--- src/rtl/fp32_addsub_pkg.sv ---
package fp32_addsub_pkg;
  localparam int EXP_W  = 8;
  localparam int FRAC_W = 23;
  localparam int WORD_W = 1 + EXP_W + FRAC_W;
  localparam int SIG_W  = FRAC_W + 1;          // hidden one restored
  localparam int EXT_W  = SIG_W + 3;           // plus guard, round, sticky
  localparam int LZ_W   = $clog2(EXT_W + 1);
  localparam int EXP_MAX = (1 << EXP_W) - 1;
  localparam logic [WORD_W-1:0] QNAN = {1'b0, {EXP_W{1'b1}}, 1'b1, {(FRAC_W-1){1'b0}}};

  typedef struct packed {
    logic              sign;
    logic [EXP_W-1:0]  exp;
    logic [SIG_W-1:0]  sig;
    logic              is_zero;
    logic              is_inf;
    logic              is_nan;
  } unp_t;

  // count of leading zeros; all-zero input returns EXT_W
  function automatic logic [LZ_W-1:0] lead_zeros(input logic [EXT_W-1:0] v);
    lead_zeros = LZ_W'(EXT_W);
    for (int i = 0; i < EXT_W; i++)
      if (v[i]) lead_zeros = LZ_W'(EXT_W - 1 - i);
  endfunction
endpackage

--- src/rtl/fp32_addsub_unpack.sv ---
module fp32_addsub_unpack
  import fp32_addsub_pkg::*;
(
  input  logic [WORD_W-1:0] word_i,
  input  logic              flip_i,
  output unp_t              op_o
);
  logic [EXP_W-1:0]  exp_f;
  logic [FRAC_W-1:0] frac_f;

  always_comb begin
    exp_f        = word_i[FRAC_W +: EXP_W];
    frac_f       = word_i[FRAC_W-1:0];
    op_o.sign    = word_i[WORD_W-1] ^ flip_i;            // sign inversion
    op_o.exp     = exp_f;
    op_o.sig     = {1'b1, frac_f};
    op_o.is_zero = (exp_f == '0);                        // flush to zero
    op_o.is_inf  = (exp_f == '1) && (frac_f == '0);
    op_o.is_nan  = (exp_f == '1) && (frac_f != '0);
  end
endmodule

--- src/rtl/fp32_addsub_align_add.sv ---
module fp32_addsub_align_add
  import fp32_addsub_pkg::*;
(
  input  unp_t             x_i,
  input  unp_t             y_i,
  output logic [EXT_W:0]   sum_o,
  output logic [EXP_W-1:0] exp_o,
  output logic             sign_o,
  output logic             sum_zero_o
);
  localparam int ALN_W  = SIG_W + 2;
  localparam int WIDE_W = ALN_W + SIG_W;

  unp_t              big, sml;
  logic [EXP_W-1:0]  diff;
  logic [WIDE_W-1:0] wide;
  logic [ALN_W-1:0]  aln;
  logic              stk;
  logic [EXT_W:0]    big_ext, sml_ext;

  always_comb begin
    if ({x_i.exp, x_i.sig} >= {y_i.exp, y_i.sig}) begin
      big = x_i; sml = y_i;
    end else begin
      big = y_i; sml = x_i;
    end
    diff = big.exp - sml.exp;
    // right alignment, bits shifted past round collapse into sticky
    if (diff >= EXP_W'(WIDE_W)) begin
      wide = '0;
      stk  = 1'b1;
    end else begin
      wide = {sml.sig, {ALN_W{1'b0}}} >> diff;
      stk  = |wide[SIG_W-1:0];
    end
    aln     = wide[WIDE_W-1 -: ALN_W];
    big_ext = {1'b0, big.sig, 3'b000};
    sml_ext = {1'b0, aln, stk};
    sum_o   = (big.sign ^ sml.sign) ? big_ext - sml_ext : big_ext + sml_ext;
    exp_o   = big.exp;
    sign_o  = big.sign;
    sum_zero_o = (sum_o == '0);
  end
endmodule

--- src/rtl/fp32_addsub_norm_round.sv ---
module fp32_addsub_norm_round
  import fp32_addsub_pkg::*;
(
  input  logic [EXT_W:0]    sum_i,
  input  logic [EXP_W-1:0]  exp_i,
  input  logic              sign_i,
  output logic [WORD_W-1:0] res_o,
  output logic              ovf_o,
  output logic              unf_o,
  output logic              norm_msb_o
);
  logic [LZ_W-1:0]         lz;
  logic [EXT_W-1:0]        nsum;
  logic signed [EXP_W+1:0] e_norm, e_fin;
  logic                    up;
  logic [SIG_W:0]          rsig;
  logic [FRAC_W-1:0]       frac;

  always_comb begin
    lz = lead_zeros(sum_i[EXT_W-1:0]);
    // renormalize
    if (sum_i[EXT_W]) begin
      nsum   = {sum_i[EXT_W:2], sum_i[1] | sum_i[0]};
      e_norm = $signed({2'b00, exp_i}) + 10'sd1;
    end else begin
      nsum   = sum_i[EXT_W-1:0] << lz;
      e_norm = $signed({2'b00, exp_i}) - $signed({{(EXP_W+2-LZ_W){1'b0}}, lz});
    end
    norm_msb_o = nsum[EXT_W-1];
    // nearest, ties to even
    up   = nsum[2] & (nsum[1] | nsum[0] | nsum[3]);
    rsig = {1'b0, nsum[EXT_W-1:3]} + (SIG_W+1)'(up);
    // rounding carry
    if (rsig[SIG_W]) begin
      frac  = '0;
      e_fin = e_norm + 10'sd1;
    end else begin
      frac  = rsig[FRAC_W-1:0];
      e_fin = e_norm;
    end
    ovf_o = 1'b0;
    unf_o = 1'b0;
    if (e_fin >= EXP_MAX) begin
      ovf_o = 1'b1;
      res_o = {sign_i, {EXP_W{1'b1}}, {FRAC_W{1'b0}}};
    end else if (e_fin <= 0) begin
      unf_o = 1'b1;
      res_o = {sign_i, {(WORD_W-1){1'b0}}};
    end else begin
      res_o = {sign_i, e_fin[EXP_W-1:0], frac};
    end
  end
endmodule

--- src/rtl/fp32_addsub.sv ---
module fp32_addsub
  import fp32_addsub_pkg::*;
(
  input  logic              clk_i,
  input  logic              rst_ni,
  input  logic              in_valid_i,
  input  logic              op_sub_i,
  input  logic [WORD_W-1:0] a_i,
  input  logic [WORD_W-1:0] b_i,
  output logic              out_valid_o,
  output logic [WORD_W-1:0] result_o,
  output logic              ovf_o,
  output logic              unf_o
);
  unp_t              ua, ub;
  logic [EXT_W:0]    sum;
  logic [EXP_W-1:0]  exp_big;
  logic              sign_big, sum_zero, norm_msb;
  logic [WORD_W-1:0] arith_res, nxt_res;
  logic              arith_ovf, arith_unf, nxt_ovf, nxt_unf;
  logic              arith_sel;

  fp32_addsub_unpack u_unp_a (.word_i(a_i), .flip_i(1'b0),     .op_o(ua));
  fp32_addsub_unpack u_unp_b (.word_i(b_i), .flip_i(op_sub_i), .op_o(ub));

  fp32_addsub_align_add u_add (
    .x_i(ua), .y_i(ub), .sum_o(sum), .exp_o(exp_big),
    .sign_o(sign_big), .sum_zero_o(sum_zero));

  fp32_addsub_norm_round u_nr (
    .sum_i(sum), .exp_i(exp_big), .sign_i(sign_big),
    .res_o(arith_res), .ovf_o(arith_ovf), .unf_o(arith_unf),
    .norm_msb_o(norm_msb));

  always_comb begin
    nxt_ovf   = 1'b0;
    nxt_unf   = 1'b0;
    arith_sel = 1'b0;
    if (ua.is_nan || ub.is_nan)
      nxt_res = QNAN;
    else if (ua.is_inf && ub.is_inf)
      nxt_res = (ua.sign != ub.sign) ? QNAN : {ua.sign, {EXP_W{1'b1}}, {FRAC_W{1'b0}}};
    else if (ua.is_inf)
      nxt_res = {ua.sign, {EXP_W{1'b1}}, {FRAC_W{1'b0}}};
    else if (ub.is_inf)
      nxt_res = {ub.sign, {EXP_W{1'b1}}, {FRAC_W{1'b0}}};
    else if (ua.is_zero && ub.is_zero)
      nxt_res = {ua.sign & ub.sign, {(WORD_W-1){1'b0}}};
    else if (ua.is_zero)
      nxt_res = {ub.sign, ub.exp, ub.sig[FRAC_W-1:0]};
    else if (ub.is_zero)
      nxt_res = {ua.sign, ua.exp, ua.sig[FRAC_W-1:0]};
    else if (sum_zero)                                   // exact cancel
      nxt_res = '0;
    else begin
      arith_sel = 1'b1;
      nxt_res   = arith_res;
      nxt_ovf   = arith_ovf;
      nxt_unf   = arith_unf;
    end
  end

  always_ff @(posedge clk_i) begin
    if (!rst_ni) begin
      out_valid_o <= 1'b0;
      result_o    <= '0;
      ovf_o       <= 1'b0;
      unf_o       <= 1'b0;
    end else begin
      out_valid_o <= in_valid_i;
      if (in_valid_i) begin
        result_o <= nxt_res;
        ovf_o    <= nxt_ovf;
        unf_o    <= nxt_unf;
      end
    end
  end

  assert_valid_latency_R10: assert property (@(posedge clk_i) disable iff (!rst_ni)
    in_valid_i |=> out_valid_o);
  assert_valid_idle_R10: assert property (@(posedge clk_i) disable iff (!rst_ni)
    !in_valid_i |=> !out_valid_o);
  assert_ovf_is_inf_R7: assert property (@(posedge clk_i) disable iff (!rst_ni)
    ovf_o |-> (result_o[WORD_W-2:0] == {{EXP_W{1'b1}}, {FRAC_W{1'b0}}}));
  assert_unf_is_zero_R8: assert property (@(posedge clk_i) disable iff (!rst_ni)
    unf_o |-> (result_o[WORD_W-2:0] == '0));
  assert_flags_exclusive_R8: assert property (@(posedge clk_i) disable iff (!rst_ni)
    !(ovf_o && unf_o));
  assert_cancel_pos_zero_R5: assert property (@(posedge clk_i) disable iff (!rst_ni)
    (in_valid_i && !ua.is_nan && !ub.is_nan && !ua.is_inf && !ub.is_inf &&
     !ua.is_zero && !ub.is_zero && sum_zero) |=> (result_o == '0));
  assert_norm_hidden_R5: assert property (@(posedge clk_i) disable iff (!rst_ni)
    (in_valid_i && arith_sel) |-> norm_msb);
  assert_nan_canonical_R9: assert property (@(posedge clk_i) disable iff (!rst_ni)
    (out_valid_o && result_o[WORD_W-2 -: EXP_W] == '1 && result_o[FRAC_W-1:0] != '0)
      |-> (result_o == QNAN));
endmodule

--- config.mk ---
export PLATFORM = sky130hd
export DESIGN_NAME = fp32_addsub
export DESIGN_NICKNAME = d
export VERILOG_FILES = /design/src/rtl/fp32_addsub_pkg.sv /design/src/rtl/fp32_addsub_unpack.sv /design/src/rtl/fp32_addsub_align_add.sv /design/src/rtl/fp32_addsub_norm_round.sv /design/src/rtl/fp32_addsub.sv
export SDC_FILE = /design/constraint.sdc
export NUM_CORES = 1
export LEC_CHECK = 0
export CAP_MARGIN = 20
export CORE_MARGIN = 2
export CORE_UTILIZATION = 28
export DETAILED_ROUTE_END_ITERATION = 6
export PLACE_DENSITY_LB_ADDON = 0.12
export SKIP_CTS_REPAIR_TIMING = 1
export SLEW_MARGIN = 20
export SYNTH_ARGS = -nofsm -noshare
export SYNTH_HDL_FRONTEND = slang
export SYNTH_HIERARCHICAL = 1
export SYNTH_SLANG_ARGS = --single-unit
export TNS_END_PERCENT = 5
--- constraint.sdc ---
create_clock -name clk_i -period 32.5 [get_ports clk_i]
set_input_delay 6.5 -clock clk_i [delete_from_list [all_inputs] [get_ports clk_i]]
set_output_delay 6.5 -clock clk_i [all_outputs]
set_load 0.05 [all_outputs]
# After elaboration in Yosys (flattened, before gate mapping)
# Index checks and enable logic that the tools add are counted.
word_totals:
  regBits: 35
  in_bits: 68
  out_inout_bits: 35
  word_cells: 108
classes:
  order_cmp: 4
  add_sub_neg: 7
  shifts: 2
  n_eq_ne: 3
  bitwise_logic: 7
  n_mux: 66
  reduce_logical: 15
op_table:
  columns: ["op", "n"]
  rows:
  - ["2-to-1 mux 32 bit", 9]
  - ["2-to-1 mux 5 bit", 16]
  - ["2-to-1 mux 36 bit", 2]
  - ["2-to-1 mux 31 bit", 2]
  - ["2-to-1 mux 50 bit", 1]
  - [">> shifter 50 x 8 -> 50 bit", 1]
  - ["zero test 23 bit", 2]
  - ["nonzero test 23 bit", 2]
  - [">= comparator 32 bit", 1]
  - ["2-to-1 mux 4 bit", 8]
  - ["adder 27 x 27 -> 28 bit", 1]
  - ["zero test 28 bit", 1]
  - ["2-to-1 mux 28 bit", 1]
  - ["subtractor 27 x 27 -> 28 bit", 1]
  - ["2-to-1 mux 27 bit", 1]
  - ["left shift 27 x 5 -> 27 bit", 1]
  - ["adder 24 x 1 -> 25 bit", 1]
  - ["OR reduction 24 bit", 1]
  - ["2-to-1 mux 23 bit", 1]
  - ["2-to-1 mux 1 bit", 21]
  - ["2-to-1 mux 10 bit", 2]
  - ["== test 8 bit, second input constant", 2]
  - ["zero test 8 bit", 2]
  - ["adder 10 x 2 -> 10 bit, second input constant", 1]
  - ["13 further kinds", 23]

# Depth between registers and ports, before layout
# Gate-level depths: netlist (run 1).
logic_depth:
  depth_word: 54
  mapped_depth: 67
  mapped_depth_nobuf: 57

# Cells and area by module
# The synthesis (run 1) kept the hierarchy.
modules_own_cells:
  columns: ["module", "cells_per_inst", "n_inst", "area_per_inst_um2", "seq_area_each_um2"]
  rows:
  - ["fp32_addsub_align_add", 1131, 1, 7211.9, 0.0]
  - ["fp32_addsub_norm_round", 690, 1, 4423.0, 0.0]
  - ["fp32_addsub", 214, 1, 1828.0, 700.7]
  - ["fp32_addsub_unpack", 50, 2, 351.6, 0.0]

# Worst setup path before layout (run 1)
# Ideal clock, no wire load.
synth_path:
  path_type: "input-to-reg"
  from: "input port b_i[9]"
  to: "register result_o[24]"
  path_buffers: 8
  cell_stages: 57
  t_required_ns: 32.381
  setup_time_ns: 0.119
  setup_slack_ns: 15.054
  arrival_time_ns: 17.327
  cell_sequence: "buf_4 > inv_1 > ha_1 > a211oi_1 > o21bai_1 > a311oi_2 > a31o_2 > nand2_1 > buf_2 > mux2i_1 > ha_1 > a31o_2 > o211ai_1 > o2111ai_1 > and2_1 > clkbuf_1 > nor3_1 > o21ai_0 > [... 21 more ...] > ha_1 > fa_1 > nor2b_1 > o21ai_0 > nor3b_1 > o31ai_1 > and2_1 > and3_1 > clkbuf_1 > nor2b_1 > nand4_1 > nor4_1 > xnor2_1 > nand2b_1 > a21oi_1 > a22oi_1 > o21ai_0 > o221a_2"
synth_via:
  word_cells_on_any_way: 71
  classes_between: "add/sub: 7; order compare: 4; shift: 2; mux: 45; bitwise: 5; reduce/logical: 8"
synth_rtl:
  columns: ["item", "line_no", "rtl"]
  rows:
  - ["from (decl)", "fp32_addsub.sv:9", "input logic [WORD_W-1:0] b_i,"]
  - [">= comparator 32 bit", "fp32_addsub_align_add.sv:22", "if ({x_i.exp, x_i.sig} >= {y_i.exp, y_i.sig}) begin"]
  - ["2-to-1 mux 36 bit", "fp32_addsub_align_add.sv:22", null]
  - ["subtractor 8 bit", "fp32_addsub_align_add.sv:27", "diff = big.exp - sml.exp;"]
  - [">> shifter 50 x 8 -> 50 bit", "fp32_addsub_align_add.sv:33", "wide = {sml.sig, {ALN_W{1'b0}}} >> diff;"]
  - ["OR reduction 24 bit", "fp32_addsub_align_add.sv:34", "stk = |wide[SIG_W-1:0];"]
  - ["2-to-1 mux 1 bit", "fp32_addsub_align_add.sv:29", "if (diff >= EXP_W'(WIDE_W)) begin"]
  - ["adder 27 x 27 -> 28 bit or subtractor 27 x 27 -> 28 bit (tied branches)", "fp32_addsub_align_add.sv:39", "sum_o = (big.sign ^ sml.sign) ? big_ext - sml_ext : big_ext + sml_ext;"]
  - ["2-to-1 mux 28 bit *", "fp32_addsub_align_add.sv:39", null]
  - ["named net sum[26]", "fp32_addsub.sv:16", "logic [EXT_W:0] sum;"]
  - ["[... 11 more ...]", null, null]
  - ["named net arith_res[24]", "fp32_addsub.sv:19", "logic [WORD_W-1:0] arith_res, nxt_res;"]
  - ["2-to-1 mux 32 bit *", "fp32_addsub.sv:53", "else if (sum_zero)"]
  - ["2-to-1 mux 32 bit *", "fp32_addsub.sv:51", "else if (ub.is_zero)"]
  - ["2-to-1 mux 32 bit *", "fp32_addsub.sv:49", "else if (ua.is_zero)"]
  - ["2-to-1 mux 32 bit *", "fp32_addsub.sv:47", "else if (ua.is_zero && ub.is_zero)"]
  - ["2-to-1 mux 32 bit *", "fp32_addsub.sv:45", "else if (ub.is_inf)"]
  - ["2-to-1 mux 32 bit *", "fp32_addsub.sv:43", "else if (ua.is_inf)"]
  - ["2-to-1 mux 32 bit *", "fp32_addsub.sv:41", "else if (ua.is_inf && ub.is_inf)"]
  - ["2-to-1 mux 32 bit *", "fp32_addsub.sv:39", "if (ua.is_nan || ub.is_nan)"]
  - ["to (signal assigned)", "fp32_addsub.sv:72", "result_o <= nxt_res;"]
  - ["to (decl)", "fp32_addsub.sv:11", "output logic [WORD_W-1:0] result_o,"]
# Mark *: on every way through the listed nets, which the timed path passes. The rest lies on a longest branch.
# A chain may end at the register's enable or synchronous reset.

# Worst setup path in the final report (run 1)
layout_path:
  from: "input port b_i[23]"
  to: "register result_o[28]"
layout_via:
  elab_chain_len: 53
  word_cells_on_any_way: 72
  classes_between: "add/sub: 7; order compare: 4; eq/ne: 1; shift: 2; mux: 45; bitwise: 5; reduce/logical: 8"
layout_lines:
  columns: ["item", "line_no"]
  rows:
  - [">= comparator 32 bit", "fp32_addsub_align_add.sv:22"]
  - ["2-to-1 mux 36 bit", "fp32_addsub_align_add.sv:22"]
  - ["subtractor 8 bit", "fp32_addsub_align_add.sv:27"]
  - [">> shifter 50 x 8 -> 50 bit", "fp32_addsub_align_add.sv:33"]
  - ["OR reduction 24 bit", "fp32_addsub_align_add.sv:34"]
  - ["2-to-1 mux 1 bit", "fp32_addsub_align_add.sv:29"]
  - ["adder 27 x 27 -> 28 bit or subtractor 27 x 27 -> 28 bit (tied branches)", "fp32_addsub_align_add.sv:39"]
  - ["2-to-1 mux 28 bit *", "fp32_addsub_align_add.sv:39"]
  - ["named net sum[0]", "fp32_addsub.sv:16"]
  - ["[... 37 more ...]", null]
  - ["named net arith_res[28]", "fp32_addsub.sv:19"]
  - ["2-to-1 mux 32 bit *", "fp32_addsub.sv:53"]
  - ["2-to-1 mux 32 bit *", "fp32_addsub.sv:51"]
  - ["2-to-1 mux 32 bit *", "fp32_addsub.sv:49"]
  - ["2-to-1 mux 32 bit *", "fp32_addsub.sv:47"]
  - ["2-to-1 mux 32 bit *", "fp32_addsub.sv:45"]
  - ["2-to-1 mux 32 bit *", "fp32_addsub.sv:43"]
  - ["2-to-1 mux 32 bit *", "fp32_addsub.sv:41"]
  - ["2-to-1 mux 32 bit *", "fp32_addsub.sv:39"]
# Marks and branches as above.

==> results_dict.tcl, run 1 <==
set metrics [dict create \
    nets 2241 \
    grt_pass1_wl_um 107000 \
    insertion_delay_ps 290 \
    cts_tree "built" \
    layout_commonest_cell "nand2_1" \
    fp.dieArea_um2 52400 \
    fin_crit_ps 22270 \
    antenna_found_initial 0 \
    max_stage_delay_ps 890 \
    fmax_mhz 44.9 \
    setup_viol 0 \
    fp.dieH_um 229 \
    hold_class "reg2reg" \
    finalSetupTns_ps 0 \
    path_clk_slew_ps 60 \
    cts.root.buffer_cell "clkbuf_16" \
    first_pass_iters 6 \
    final_cell_mix "230 x nand2_1, 169 x o21ai_0, 158 x nor2_1, 136 x a21oi_1, 103 x inv_1" \
    critical_path_class "in2reg" \
    fin_crit_sh_pct 68.5 \
    skew_ps 0 \
    max_slew_margin_pct 25.6 \
    syn_area_um2 14200 \
    status "completed" \
    drt_iter0_drc 2324 \
    syn_to_final_growth_pct 9.18 \
    grt_pass1_vias 15900 \
    finalWeightedCongestion 0.986 \
    start_kind "input port" \
    grt_setup_unrepaired "no" \
    n_antenna_cell 0 \
    max_cap_viol_count 0 \
    worstMarginPinSlew_ps 1110 \
    rrSetupSlack_ps 31590 \
    finalHoldViolations 0 \
    power_w 0.00115 \
    cts_buffer_depth 2 \
    dpl.hpwl_um 57200 \
    post-route-drc-count 0 \
    h-tree-depth 2 \
    p_per_area_nw_per_um2 74.6 \
    drt-wirelength-per-cell_um 26.3 \
    yosys_warnings 6 \
    synthCells 2132 \
    ios 103 \
    postRouteAntennaNets 0 \
    vias_per_cell 6.24 \
    drive_gt1_share_pct 8.22 \
    core-area_um2 50100 \
    slew_viol_final 0 \
    wl_um 72300 \
    initial_core_util_pct 28.3 \
    rows 82 \
    critPathCaptureType "flop" \
    power_leakage_nw 5.88 \
    nFillCells 5560 \
    crit_arrival_ps 22510 \
    fp.dieW_um 229 \
    grt_max_degree 87 \
    syn_nets 2293 \
    cts_sinks 35 \
    cp_max_fo 86 \
    synth_area_per_cell_um2 6.64 \
    numCtsBuffers 5 \
    irDropWorstVdd_v 0.0000337 \
    track_usage_pct 26.3 \
    overflow 0 \
    port_buffers 102 \
    num_vias 17200 \
    crit_required_ps 32740 \
    crit_path_top_delay_cell "ha_4" \
]
where the power goes:
group / total, W / switching (W) / internal, W
logic: 0.00103 / 0.000698 / 0.000336
registers: 0.0000699 / 0.0000142 / 0.0000557
clock network: 0.0000484 / 0.0000201 / 0.0000283
critical path, delay by kind of cell:
family,cells,cell delay [ps]
fa+ha+maj,3,1500
mux,4,1470
buf+inv,5,1730
xor+xnor,1,800
simple gates,17,5570
compound gates,17,4820
flip-flops by register name (all words and copies together), names as in the netlist:
register and cells:
result_o 32, out_valid_o 1, ovf_o 1, unf_o 1
layout make-up:
class                      instances  area, um^2  area share [%]
timing repair buffer             148        1370            8.84
tap                              672         841            5.44
clock inverter                     2        12.5          0.0810
multi-input combinational       1781       12000            77.6
clock buffer                       6         129           0.834
inverter                         109         410            2.66
sequential                        35         701            4.53
final timing paths:
path / from / to / cells after the start
worst max-delay path: b_i[23] / result_o[28] / 47
worst min-delay path: unf_o / unf_o / 2
worst max register to register: result_o[31] / result_o[31] / 3
worst min register to register: unf_o / unf_o / 2
routing by layer:
metal | track usage (%) | vias to the layer above | wire length [um]
met2 | 42.4 | 930 | 32100
met4 | 6.59 | 0 | 2050
met5 | 0 | - | 0
li1 | - | 7839 | -
met3 | 3.29 | 124 | 5560
met1 | 37.0 | 8295 | 32600
per-stage QoR:
step / setup WS (ps) / util [%] / instances / hold slack [ps] / cell area (um^2)
after floorplan: 15050 / - / 2132 / 694 / 14200
after global placement: 10440 / 30.6 / 2745 / 462 / 15300
after detailed placement: 10290 / 30.6 / 2745 / 466 / 15300
after CTS: 10540 / 30.9 / 2753 / 477 / 15500
after global routing: 9320 / 30.9 / 2753 / 504 / 15500
final: 10230 / 30.9 / 2753 / 477 / 15500
Power figures use the tool's default switching activity.
==> run 2: changes to the inputs <==
clock period = 18.6 ns   (was 32.5 ns; I/O delays follow)
==> run 2 against run 1 <==
Final area increased by 2.1%; sequential power up 75%; final cell count up 1.5%; count of clock-buffer cells in the layout unchanged; worst hold slack got worse by 2.1 ps; clock power is 71% higher; die area stayed put; largest cell class unchanged.
==> results_dict.tcl, run 2 (synthesis results as in run 1) <==
set metrics [dict create \
    syn_to_final_growth_pct 11.5 \
    postRouteAntennaNets 0 \
    skew_ps 0 \
    num_vias 17200 \
    path_common_cell "ha_1" \
    numCtsBuffers 5 \
    track_usage_pct 26.7 \
    overflow 0 \
    hold_path_depth 2 \
    rows 82 \
    layout_commonest_cell "nand2_1" \
    switching_share_pct 62.9 \
    startpoint "b_i[29]" \
    cts_tree "built" \
    max_cap_viol_count 0 \
    grt_pass1_vias 16300 \
    irDropWorstVdd_v 0.0000570 \
    setup_viol 0 \
    status "completed" \
    slew_viol_final 0 \
    fin_crit_ps 17800 \
    max_slew_margin_pct 19.4 \
    crit_path_end "result_o[15]" \
    hold_class "reg2reg" \
    crit_required_ps 18820 \
    clock_power_share_pct 4.0 \
    largest_register_ff_count 32 \
    crit_arrival_ps 18030 \
    ios 103 \
    dpl.hpwl_um 58800 \
    crit_path_top_delay_cell "or4_1" \
    fin_crit_sh_pct 95.7 \
    finalWeightedCongestion 0.977 \
    grt_pass1_wl_um 108000 \
    cp_max_fo 26 \
    internal_power_w 0.000765 \
    cts_buffer_depth 2 \
    power_frac_seq_pct 5.9 \
    post-route-drc-count 0 \
    worstReg2RegStart "result_o[31]" \
    first_pass_iters 6 \
    finalHoldViolations 0 \
    h-tree-depth 2 \
    fp.dieH_um 229 \
    nets 2282 \
    cts_sinks 35 \
    fp.dieArea_um2 52400 \
    pre_cts_ws_ps 472 \
    r2r_cells 3 \
    critical_path_class "in2reg" \
    final_cell_mix "230 x nand2_1, 166 x o21ai_0, 158 x nor2_1, 136 x a21oi_1, 103 x inv_1" \
    vias_per_cell 6.15 \
    p_sw_w 0.00130 \
    utilization_pct 31.5 \
    path_clk_slew_ps 60 \
    antenna_found_initial 0 \
    wl_um 73400 \
    port_buffers 102 \
    finalSetupTns_ps 0 \
    rrSetupSlack_ps 17690 \
    combPwrFrac_pct 90.0 \
    fp.dieW_um 229 \
    drt-wirelength-per-cell_um 26.3 \
    top_register "result_o" \
    core-area_um2 50100 \
    layout_setup_ws_ps 797 \
    fmax_mhz 56.2 \
    regToRegEndpoint "result_o[31]" \
    drt_iter0_drc 2059 \
    p_per_area_nw_per_um2 131 \
    worstMarginPinSlew_ps 1200 \
    initial_core_util_pct 28.3 \
    critPathCaptureType "flop" \
    grt_max_degree 86 \
    start_kind "input port" \
    grt_setup_unrepaired "no" \
    cts.root.buffer_cell "clkbuf_16" \
    drive_gt1_share_pct 10.1 \
    insertion_delay_ps 280 \
    max_stage_delay_ps 760 \
    power_leakage_nw 6.08 \
]
[run 2: area by class of cell]
| cell class | count | area, um^2 |
|---|---|---|
| Fill cell | 5666 | 34300 |
| Multi-Input combinational cell | 1782 | 12000 |
| Timing Repair Buffer | 188 | 1670 |
| Tap cell | 672 | 841 |
| Sequential cell | 35 | 701 |
| Inverter | 109 | 410 |
| Clock buffer | 6 | 129 |
| Clock inverter | 2 | 12.5 |
| Antenna cell | 1 | 2.50 |
[run 2: worst min-delay path by stage]
stage	startpoint	end	slack (ps)
after CTS	unf_o	unf_o	470
after global routing	ovf_o	ovf_o	500
after floorplan	ovf_o	ovf_o	690
after global placement	unf_o	unf_o	460
final	unf_o	unf_o	470
after detailed placement	unf_o	unf_o	460
[run 2: worst max-delay path, delay by kind of cell]
kind	cells	cell delay, ps
and+or+nand+nor	16	4940
AOI/OAI and AO/OA	19	4750
buffers and inverters	8	1900
adders and majority gates	4	1350
muxes	3	960
xor gates and xnor gates	1	340
[run 2: stage by stage]
| step | hold slack [ps] | instances | cell area (um^2) | power, W |
|---|---|---|---|---|
| final | 475 | 2795 | 15800 | 0.00206 |
| after CTS | 475 | 2789 | 15700 | 0.00201 |
| after global routing | 499 | 2794 | 15800 | 0.00218 |
| after detailed placement | 465 | 2781 | 15600 | 0.00192 |
| after floorplan | 694 | 2132 | 14200 | 0.00131 |
| after global placement | 462 | 2781 | 15600 | 0.00194 |
[run 2: metal layers]
metal	vias to the layer above	track usage (%)	wire, um
met5	-	0	0
met4	0	7.51	2340
met3	126	2.72	5150
met2	879	43.2	32600
met1	8272	37.4	33300
li1	7913	-	-
[run 2: power groups by stage]
stage                     Clock [W]  Combinational (W)  Sequential [W]
final                     0.0000829            0.00186        0.000122
after global routing      0.0000886            0.00197        0.000123
after CTS                 0.0000845            0.00181        0.000121
after detailed placement          0            0.00180        0.000123
after global placement            0            0.00181        0.000122
after floorplan                   0            0.00113        0.000184
==> run 3: changes to the inputs <==
MAX_ROUTING_LAYER = met4   (was default)
PLACE_DENSITY = 0.56   (was default)
PLACE_DENSITY_LB_ADDON = default   (was 0.12)
==> run 3 against run 2 <==
Clock power rose by 18%; count of clock-buffer cells in the layout fell by 1; critical path depth did not move; sequential cell count did not move; sequential power barely moved; fmax rose by 1.4%; largest power group unchanged; worst hold slack improved by 6.8 ps; largest cell class unchanged; core utilization fell by 0.050 points; combinational power barely moved; via count rose by 2.6%.
==> results_dict.tcl, run 3 (synthesis results as in run 1) <==
set metrics [dict create \
    vias_per_cell 6.32 \
    max_slew_margin_pct 20.6 \
    hold_class "reg2reg" \
    clock_power_share_pct 4.7 \
    path_common_cell "ha_1" \
    path_clk_slew_ps 60 \
    cts_buffer_depth 2 \
    drt-wirelength-per-cell_um 25.1 \
    drt_iter0_drc 2696 \
    hp-start "ovf_o" \
    critical_path_class "in2reg" \
    grt_setup_unrepaired "no" \
    numCtsBuffers 5 \
    final_cell_mix "231 x nand2_1, 169 x o21ai_0, 158 x nor2_1, 136 x a21oi_1, 103 x inv_1" \
    antenna_found_initial 0 \
    grt_pass1_vias 16100 \
    fmax_mhz 57.0 \
    cts_sinks 35 \
    grt_max_degree 86 \
    r2r_cells 3 \
    dpl.cell_count 2780 \
    initial_core_util_pct 28.3 \
    num_vias 17600 \
    power_leakage_nw 6.07 \
    rrSetupSlack_ps 17650 \
    cts.root.buffer_cell "clkbuf_16" \
    crit_required_ps 18830 \
    fp.dieArea_um2 52400 \
    switching_share_pct 62.2 \
    max_stage_delay_ps 740 \
    slew_viol_final 0 \
    max_cap_viol_count 0 \
    syn_to_final_growth_pct 11.3 \
    ios 103 \
    overflow 0 \
    holdPathEnd "ovf_o" \
    largest_register_ff_count 32 \
    postRouteAntennaNets 0 \
    cts_tree "built" \
    startpoint "b_i[28]" \
    p_sw_w 0.00129 \
    rows 82 \
    internal_power_w 0.000785 \
    utilization_pct 31.5 \
    fin_crit_sh_pct 94.4 \
    drive_gt1_share_pct 9.83 \
    setup_viol 0 \
    port_buffers 102 \
    power_frac_seq_pct 5.9 \
    wl_um 70100 \
    nets 2277 \
    h-tree-depth 2 \
    finalHoldViolations 0 \
    crit_arrival_ps 17780 \
    fin_cells 2789 \
    dpl.hpwl_um 55300 \
    start_kind "input port" \
    fin_crit_ps 17550 \
    fp.dieH_um 229 \
    top_register "result_o" \
    insertion_delay_ps 280 \
    crit_path_top_delay_cell "clkdlybuf4s50_1" \
    p_per_area_nw_per_um2 132 \
    worstReg2RegStart "result_o[31]" \
    cp_max_fo 24 \
    irDropWorstVdd_v 0.0000453 \
    post-route-drc-count 0 \
    first_pass_iters 6 \
    finalSetupTns_ps 0 \
    core-area_um2 50100 \
    fp.dieW_um 229 \
    hold_path_depth 2 \
    worstMarginPinSlew_ps 1180 \
    finalWeightedCongestion 1.05 \
    regToRegEndpoint "result_o[31]" \
    critPathCaptureType "flop" \
    status "completed" \
    layout_commonest_cell "nand2_1" \
    grt_pass1_wl_um 103000 \
    skew_ps 0 \
    n_antenna_cell 0 \
    track_usage_pct 25.9 \
    combPwrFrac_pct 89.4 \
]
## run 3: final cells by class
cell class | instances | area, um^2
Fill cell | 5554 | 34300
Clock inverter | 3 | 43.8
Multi-Input combinational cell | 1782 | 12000
Clock buffer | 5 | 125
Inverter | 109 | 410
Sequential cell | 35 | 701
Tap cell | 672 | 841
Timing Repair Buffer | 183 | 1640
## run 3: worst max path at each step
stage | cells after the start | slack [ps] | endpoint
after floorplan | 57 | 3930 | result_o[24]
after global placement | 56 | 1240 | result_o[6]
after detailed placement | 52 | 900 | result_o[6]
after CTS | 52 | 1160 | result_o[6]
after global routing | 55 | 60 | result_o[6]
final | 51 | 1050 | result_o[6]
## run 3: stage by stage
| step | hold WS (ps) | total power, W | instance area [um^2] | setup WS, ps |
|---|---|---|---|---|
| floorplan | 694 | 0.00131 | 14200 | 3930 |
| global placement | 463 | 0.00192 | 15500 | 1240 |
| detailed placement | 475 | 0.00191 | 15600 | 905 |
| CTS | 485 | 0.00201 | 15700 | 1160 |
| global route | 512 | 0.00218 | 15700 | 60.3 |
| finish | 481 | 0.00208 | 15700 | 1050 |
## run 3: power by group through the flow
stage / Clock [W] / Combinational (W) / Sequential, W
6_report: 0.0000978 / 0.00186 / 0.000123
3_3_place_gp: 0 / 0.00180 / 0.000123
2_1_floorplan: 0 / 0.00113 / 0.000184
5_1_grt: 0.000101 / 0.00196 / 0.000123
4_1_cts: 0.0000972 / 0.00179 / 0.000122
3_5_place_dp: 0 / 0.00178 / 0.000123
## run 3: metal layers
layer | wire [um] | track usage [%] | part of all wire [%] | vias to the layer above
li1 | - | - | - | 7873
met1 | 30700 | 35.6 | 44 | 8427
met2 | 29400 | 38.0 | 42 | 1167
met3 | 7070 | 4.92 | 10 | 171
met4 | 2870 | 8.36 | 4.1 | 0
met5 | 0 | - | 0 | -
## run 3: critical path, delay by kind of cell
kind                     cells  cell delay, ps
AND/OR/NAND/NOR             17            5300
AO/OA/AOI/OAI               17            4110
buffers and inverters        8            1900
multiplexers                 4            1360
adder cells (fa/ha/maj)      4            1280
XOR/XNOR                     1             100
